**src/rtl/wpc_pkg.sv**
```systemverilog
package wpc_pkg;

  localparam int OP_W = 8;

  localparam logic [OP_W-1:0] OP_HALT  = 8'h00;
  localparam logic [OP_W-1:0] OP_LOAD  = 8'h01;
  localparam logic [OP_W-1:0] OP_ADD   = 8'h05;
  localparam logic [OP_W-1:0] OP_JUMP  = 8'h0D;
  localparam logic [OP_W-1:0] OP_ADDMQ = 8'h0F;
  localparam logic [OP_W-1:0] OP_JPOS  = 8'h10;
  localparam logic [OP_W-1:0] OP_STORE = 8'h21;

  typedef enum logic [2:0] {
    ST_FETCH,
    ST_DECODE,
    ST_EXEC,
    ST_OPND,
    ST_HALT
  } cpu_state_e;

endpackage

```
**src/rtl/wpc_sm_adder.sv**
```systemverilog
module wpc_sm_adder #(
  parameter int WORD_W = 40
) (
  input  logic [WORD_W-1:0] a_i,
  input  logic [WORD_W-1:0] b_i,
  output logic [WORD_W-1:0] sum_o
);
  localparam int MAG_W = WORD_W - 1;

  logic             a_sg, b_sg, r_sg;
  logic [MAG_W-1:0] a_mg, b_mg, r_mg;

  assign a_sg = a_i[WORD_W-1];
  assign b_sg = b_i[WORD_W-1];
  assign a_mg = a_i[MAG_W-1:0];
  assign b_mg = b_i[MAG_W-1:0];

  always_comb begin
    if (a_sg == b_sg) begin
      r_mg = a_mg + b_mg;
      r_sg = a_sg;
    end else if (a_mg >= b_mg) begin
      r_mg = a_mg - b_mg;
      r_sg = a_sg;
    end else begin
      r_mg = b_mg - a_mg;
      r_sg = b_sg;
    end
    if (r_mg == '0) r_sg = 1'b0;
  end

  assign sum_o = {r_sg, r_mg};

endmodule

```
**src/rtl/wpc_half_select.sv**
```systemverilog
module wpc_half_select #(
  parameter int WORD_W = 40,
  parameter int ADDR_W = 12
) (
  input  logic [WORD_W-1:0]      word_i,
  input  logic                   low_half_i,
  output logic [wpc_pkg::OP_W-1:0] op_o,
  output logic [ADDR_W-1:0]      field_o
);
  localparam int INSN_W = WORD_W / 2;

  logic [INSN_W-1:0] hi_insn, lo_insn, pick;

  assign hi_insn = word_i[WORD_W-1 -: INSN_W];
  assign lo_insn = word_i[INSN_W-1:0];
  assign pick    = low_half_i ? lo_insn : hi_insn;
  assign op_o    = pick[INSN_W-1 -: wpc_pkg::OP_W];
  assign field_o = pick[ADDR_W-1:0];

endmodule

```
**src/rtl/wpc_cpu.sv**
```systemverilog
module wpc_cpu #(
  parameter int WORD_W = 40,
  parameter int ADDR_W = 12
) (
  input  logic              clk,
  input  logic              rst,
  output logic              mem_rd_en,
  output logic              mem_wr_en,
  output logic [ADDR_W-1:0] mem_addr,
  output logic [WORD_W-1:0] mem_wdata,
  input  logic [WORD_W-1:0] mem_rdata,
  output logic              halted
);
  import wpc_pkg::*;

  localparam int MAG_W = WORD_W - 1;

  cpu_state_e        state;
  logic [ADDR_W-1:0] pc;
  logic              half_q;
  logic [WORD_W-1:0] ir, ac, mq;
  logic              pos_q;

  logic [OP_W-1:0]   cur_op;
  logic [ADDR_W-1:0] cur_fld;
  logic [WORD_W-1:0] add_b, sum;
  logic              sum_pos, arith_now;

  logic [ADDR_W-1:0] adv_pc;
  logic              adv_half;
  cpu_state_e        adv_state;

  wpc_half_select #(.WORD_W(WORD_W), .ADDR_W(ADDR_W)) u_sel (
    .word_i     (ir),
    .low_half_i (half_q),
    .op_o       (cur_op),
    .field_o    (cur_fld)
  );

  assign add_b = (state == ST_OPND) ? mem_rdata : mq;

  wpc_sm_adder #(.WORD_W(WORD_W)) u_add (
    .a_i   (ac),
    .b_i   (add_b),
    .sum_o (sum)
  );

  assign sum_pos   = !sum[WORD_W-1] && (sum[MAG_W-1:0] != '0);
  assign arith_now = ((state == ST_OPND) && (cur_op == OP_ADD)) ||
                     ((state == ST_EXEC) && (cur_op == OP_ADDMQ));
  assign halted    = (state == ST_HALT);

  // Sequencing after a half completes without a jump.
  always_comb begin
    if (!half_q) begin
      adv_half  = 1'b1;
      adv_pc    = pc;
      adv_state = ST_EXEC;
    end else begin
      adv_half  = 1'b0;
      adv_pc    = pc + ADDR_W'(1);
      adv_state = ST_FETCH;
    end
  end

  // Memory port requests.
  always_comb begin
    mem_rd_en = 1'b0;
    mem_wr_en = 1'b0;
    mem_addr  = pc;
    mem_wdata = ac;
    if (state == ST_FETCH) begin
      mem_rd_en = 1'b1;
    end else if (state == ST_EXEC) begin
      if ((cur_op == OP_LOAD) || (cur_op == OP_ADD)) begin
        mem_rd_en = 1'b1;
        mem_addr  = cur_fld;
      end else if (cur_op == OP_STORE) begin
        mem_wr_en = 1'b1;
        mem_addr  = cur_fld;
      end
    end
  end

  always_ff @(posedge clk) begin
    if (rst) begin
      state  <= ST_FETCH;
      pc     <= '0;
      half_q <= 1'b0;
      ir     <= '0;
      ac     <= '0;
      mq     <= '0;
      pos_q  <= 1'b0;
    end else begin
      mq <= mq;
      case (state)
        ST_FETCH:  state <= ST_DECODE;
        ST_DECODE: begin
          ir    <= mem_rdata;
          state <= ST_EXEC;
        end
        ST_EXEC: begin
          case (cur_op)
            OP_HALT: state <= ST_HALT;
            OP_LOAD, OP_ADD: state <= ST_OPND;
            OP_JUMP: begin
              pc     <= cur_fld;
              half_q <= 1'b0;
              state  <= ST_FETCH;
            end
            OP_JPOS: begin
              if (pos_q) begin
                pc     <= cur_fld;
                half_q <= 1'b0;
                state  <= ST_FETCH;
              end else begin
                pc     <= adv_pc;
                half_q <= adv_half;
                state  <= adv_state;
              end
            end
            default: begin
              if (cur_op == OP_ADDMQ) begin
                ac    <= sum;
                pos_q <= sum_pos;
              end
              pc     <= adv_pc;
              half_q <= adv_half;
              state  <= adv_state;
            end
          endcase
        end
        ST_OPND: begin
          if (cur_op == OP_LOAD) begin
            ac <= mem_rdata;
          end else begin
            ac    <= sum;
            pos_q <= sum_pos;
          end
          pc     <= adv_pc;
          half_q <= adv_half;
          state  <= adv_state;
        end
        default: state <= ST_HALT;
      endcase
    end
  end

  AST_PC_STEADY_MID_WORD: assert property (@(posedge clk) disable iff (rst)
    $rose(half_q) |-> $stable(pc));

  AST_FETCH_FROM_UPPER: assert property (@(posedge clk) disable iff (rst)
    (state == ST_FETCH) |-> !half_q);

  AST_NO_NEG_ZERO: assert property (@(posedge clk) disable iff (rst)
    $past(arith_now) |-> !(ac[WORD_W-1] && (ac[MAG_W-1:0] == '0)));

  AST_FLAG_TRACKS_SUM: assert property (@(posedge clk) disable iff (rst)
    $past(arith_now) |-> (pos_q == (!ac[WORD_W-1] && (ac[MAG_W-1:0] != '0))));

  AST_HALT_STICKY: assert property (@(posedge clk) disable iff (rst)
    halted |=> halted);

  AST_OPND_AFTER_READ: assert property (@(posedge clk) disable iff (rst)
    (state == ST_OPND) |-> $past(mem_rd_en));

endmodule

```
**config.mk**
```make
export PLATFORM = sky130hd
export DESIGN_NAME = wpc_cpu
export DESIGN_NICKNAME = d
export VERILOG_FILES = /design/src/rtl/wpc_pkg.sv /design/src/rtl/wpc_sm_adder.sv /design/src/rtl/wpc_half_select.sv /design/src/rtl/wpc_cpu.sv
export SDC_FILE = /design/constraint.sdc
export NUM_CORES = 1
export LEC_CHECK = 0
export BUFFER_PORTS_ARGS = -buffer_cell sky130_fd_sc_hd__clkbuf_2
export CAP_MARGIN = 20
export CORE_ASPECT_RATIO = 1.1
export CORE_MARGIN = 2
export CORE_UTILIZATION = 65
export CTS_BUF_LIST = sky130_fd_sc_hd__clkbuf_16
export CTS_CLUSTER_SIZE = 20
export DETAILED_ROUTE_END_ITERATION = 16
export PLACE_DENSITY = 0.86
export SYNTH_ARGS = -nofsm -noshare
export SYNTH_HDL_FRONTEND = slang
export SYNTH_SLANG_ARGS = --single-unit
```
**constraint.sdc**
```tcl
create_clock -name clk -period 10.07 [get_ports clk]
set_input_delay 0.5035 -clock clk [delete_from_list [all_inputs] [get_ports clk]]
set_output_delay 0.5035 -clock clk [all_outputs]
set_load 0.03 [all_outputs]
```
==> flow_metrics.py <==
metrics = {
    "logic_synthesis": {
        "synth_compound_area_share_pct": 33.4,
        "synthesis.nets": 1927,
        "synth_ff_type": "dfxtp_1",
        "synth-edff-count": 0,
        "synthArstFlopShare_pct": 0,
        "ys.warnings.count": 0,
        "synthAdderAreaFrac_pct": 12.8,
        "synth_top_family_by_area": "compound AO/OA/AOI/OAI gates",
        "syn_avg_cell_area_um2": 6.69,
        "ys_ff_latch": 97,
        "synth-xor-area-share_pct": 2.37,
        "synthCells": 1766,
        "synth-simple-area-share_pct": 25.4,
        "synth_area_mm2": 0.0118,
        "ys_seq_area_share_pct": 16.4,
        "synth.area.mux_share_pct": 1.74,
        "yosys.cell_types.count": 76,
    },
    "route": {
        "dr.pass1.iters": 7,
        "highest_layer": "met4",
        "wl_met3_mm": 5.91,
        "finalWirelength_mm": 46.5,
        "drt-initial-drc-count": 2257,
        "wl_met2_mm": 19.8,
        "via_per_inst": 7.11,
        "route.detailed.drc": 0,
        "num_vias": 14400,
        "route.antenna.remaining_nets": 0,
        "wire_per_inst_um": 23.1,
        "met1Wirelength_mm": 17.5,
    },
    "critical_path": {
        "path_max_fanout": 52,
        "reg2reg_slack_ps": 3080,
        "arrival_ps": 7210,
        "endpoint_kind": "flop",
        "crit_type": "flop to flop",
        "cp.required_ps": 10290,
        "start_kind": "flop",
    },
    "outcome": {
        "status": "completed",
    },
    "global_route": {
        "antenna_found_initial": 0,
        "grt_max_degree": 100,
        "grt_first_pass_wirelength_mm": 72.1,
        "overflow": 0,
        "grt_pass1_vias": 13100,
        "grtUsageTotal_pct": 46.6,
    },
    "layout": {
        "area_growth_pct": 6.82,
        "drive_gt1_share_pct": 9.27,
        "fill_cells": 1550,
        "fin_area_mm2": 0.0126,
        "diodes": 0,
        "fin_nets": 1936,
        "fin_cells": 2018,
    },
    "clock_tree": {
        "cts_sinks": 97,
        "cts_setup_buffers": 0,
        "postCtsHoldBufs": 0,
        "htreeDepth": 3,
        "clockBufferDepth": 2,
        "cts-root-buf": "clkbuf_16",
        "insertion_delay_ps": 380,
        "cts_tree": "built",
        "numCtsBuffers": 9,
        "clkTransAtPathRegs_ps": 90,
        "cts_resized": 0,
    },
    "timing": {
        "setup_slack_ps": 3080,
        "worstMarginPinSlew_ps": 1110,
        "max_freq_ghz": 0.143,
        "fin_skew_ps": 14.5,
        "period_needed_ps": 6990,
        "fin_crit_sh_pct": 69.4,
        "timing.slew.headroom_pct": 25.2,
        "hold_slack_ps": 377,
        "finalHoldViolCount": 0,
        "final.setup.tns_ps": 0,
        "setup_viol": 0,
        "rsz0062_at_grt": "no",
        "report.final.slew_viol_count": 0,
    },
    "place": {
        "gp_congestion": 1.13,
        "dpl_cell_area_mm2": 0.0123,
        "dp.cells": 2002,
        "hpwl_mm": 35.1,
        "dp_slack_ps": 3490,
        "port_buffers": 96,
    },
    "power": {
        "ir_drop_mv": 0.295,
        "p_per_area_mw_per_mm2": 329,
        "p_leak_uw": 0.00559,
    },
    "floorplan": {
        "die_h_um": 145,
        "fp.dieW_um": 133,
        "rows": 51,
        "ios": 97,
        "die_area_mm2": 0.0193,
        "start_util_pct": 66.6,
        "core-area_mm2": 0.0177,
    },
    "hold_path": {
        "hp-class": "input pin to flop",
    },
    "flow_run": {
        "max_cap_viol_count": 0,
    },
}
==> flip-flops by register name, indices dropped and copies added, names as in the netlist <==
| signal | count |
|---|---|
| ir | 40 |
| mem_wdata | 40 |
| pc | 12 |
| state | 3 |
| half_q | 1 |
| pos_q | 1 |
==> kinds of logic after synthesis <==
family | Yosys count
and+or+nand+nor | 641
buffers and inverters | 237
AOI/OAI and AO/OA | 620
adders and majority gates | 119
xor gates and xnor gates | 32
DFF | 97
muxes | 20
==> cell usage after synthesis (29+ instances only) <==
library cell  count  share of area, %
a211oi_1         31               2.0
a21oi_1         227               9.6
clkbuf_1         90               2.9
dfxtp_1          97                16
ha_1            116                12
inv_1           121               3.8
nand2_1         229               7.3
nand3_1          29               1.2
nand4_1          32               1.7
nor2_1          170               5.4
nor3_1           47               2.0
o21ai_0         122               5.2
==> critical path, stage by stage (launching register included) <==
cell	delay [ps]
dfxtp_1	610
and3b_2	260
buf_4	550
nand2_1	180
inv_1	110
ha_1	440
nand2_1	200
nor4_1	750
and2_1	310
o21a_1	890
nor2_2	350
o31ai_1	540
xnor2_1	160
nor4b_1	840
nand4b_1	210
nor4_2	210
o221ai_1	160
==> routing by layer <==
metal | up-vias | track usage, %
met5 | - | 0
met4 | 0 | 29.6
met3 | 251 | 12.0
met2 | 1079 | 70.5
met1 | 6625 | 58.9
li1 | 6399 | -
==> power by group <==
part	switching, uW	internal [uW]	total (uW)
Clock	204	178	382
Sequential	77.1	455	532
Combinational	2240	993	3240
==> placed cells by master (no fill, tap or decap), types with 32 or more instances in the layout <==
| cell type | netlist | final |
|---|---|---|
| o21ai_0 | 122 | 120 |
| nor3_1 | 47 | 47 |
| inv_1 | 121 | 121 |
| nand2_1 | 229 | 229 |
| clkbuf_2 | 0 | 95 |
| ha_1 | 116 | 116 |
| a21oi_1 | 227 | 227 |
| dfxtp_1 | 97 | 97 |
| nand4_1 | 32 | 32 |
| nor2_1 | 170 | 170 |
==> final cells by class <==
| class | instances | area, um2 | share of cell area, % |
|---|---|---|---|
| Clock inverter | 7 | 81.3 | 0.644 |
| Inverter | 121 | 454 | 3.60 |
| Sequential cell | 97 | 1940 | 15.4 |
| Tap cell | 238 | 298 | 2.36 |
| Clock buffer | 9 | 225 | 1.78 |
| Multi-Input combinational cell | 1432 | 9010 | 71.3 |
| Timing Repair Buffer | 114 | 618 | 4.89 |
==> worst paths after layout <==
check | startpoint | to | depth (start not counted)
worst max-delay path | state[0]$_SDFF_PP0_ | mem_wdata[39]$_SDFFE_PP0P_ | 16
worst min-delay path | mem_rdata[36] | ir[36]$_SDFFE_PP0N_ | 3
worst max register to register | state[0]$_SDFF_PP0_ | mem_wdata[39]$_SDFFE_PP0P_ | 16
worst min register to register | ir[28]$_SDFFE_PP0N_ | ir[28]$_SDFFE_PP0N_ | 2
==> through the flow <==
stage               utilization, %  power, uW
finish                        71.2       4150
global route                  71.2       4330
CTS                           71.2       3970
detailed placement            69.5       3580
global placement              69.5       3550
floorplan                        -       2770
(Power assumes the default switching activity.)
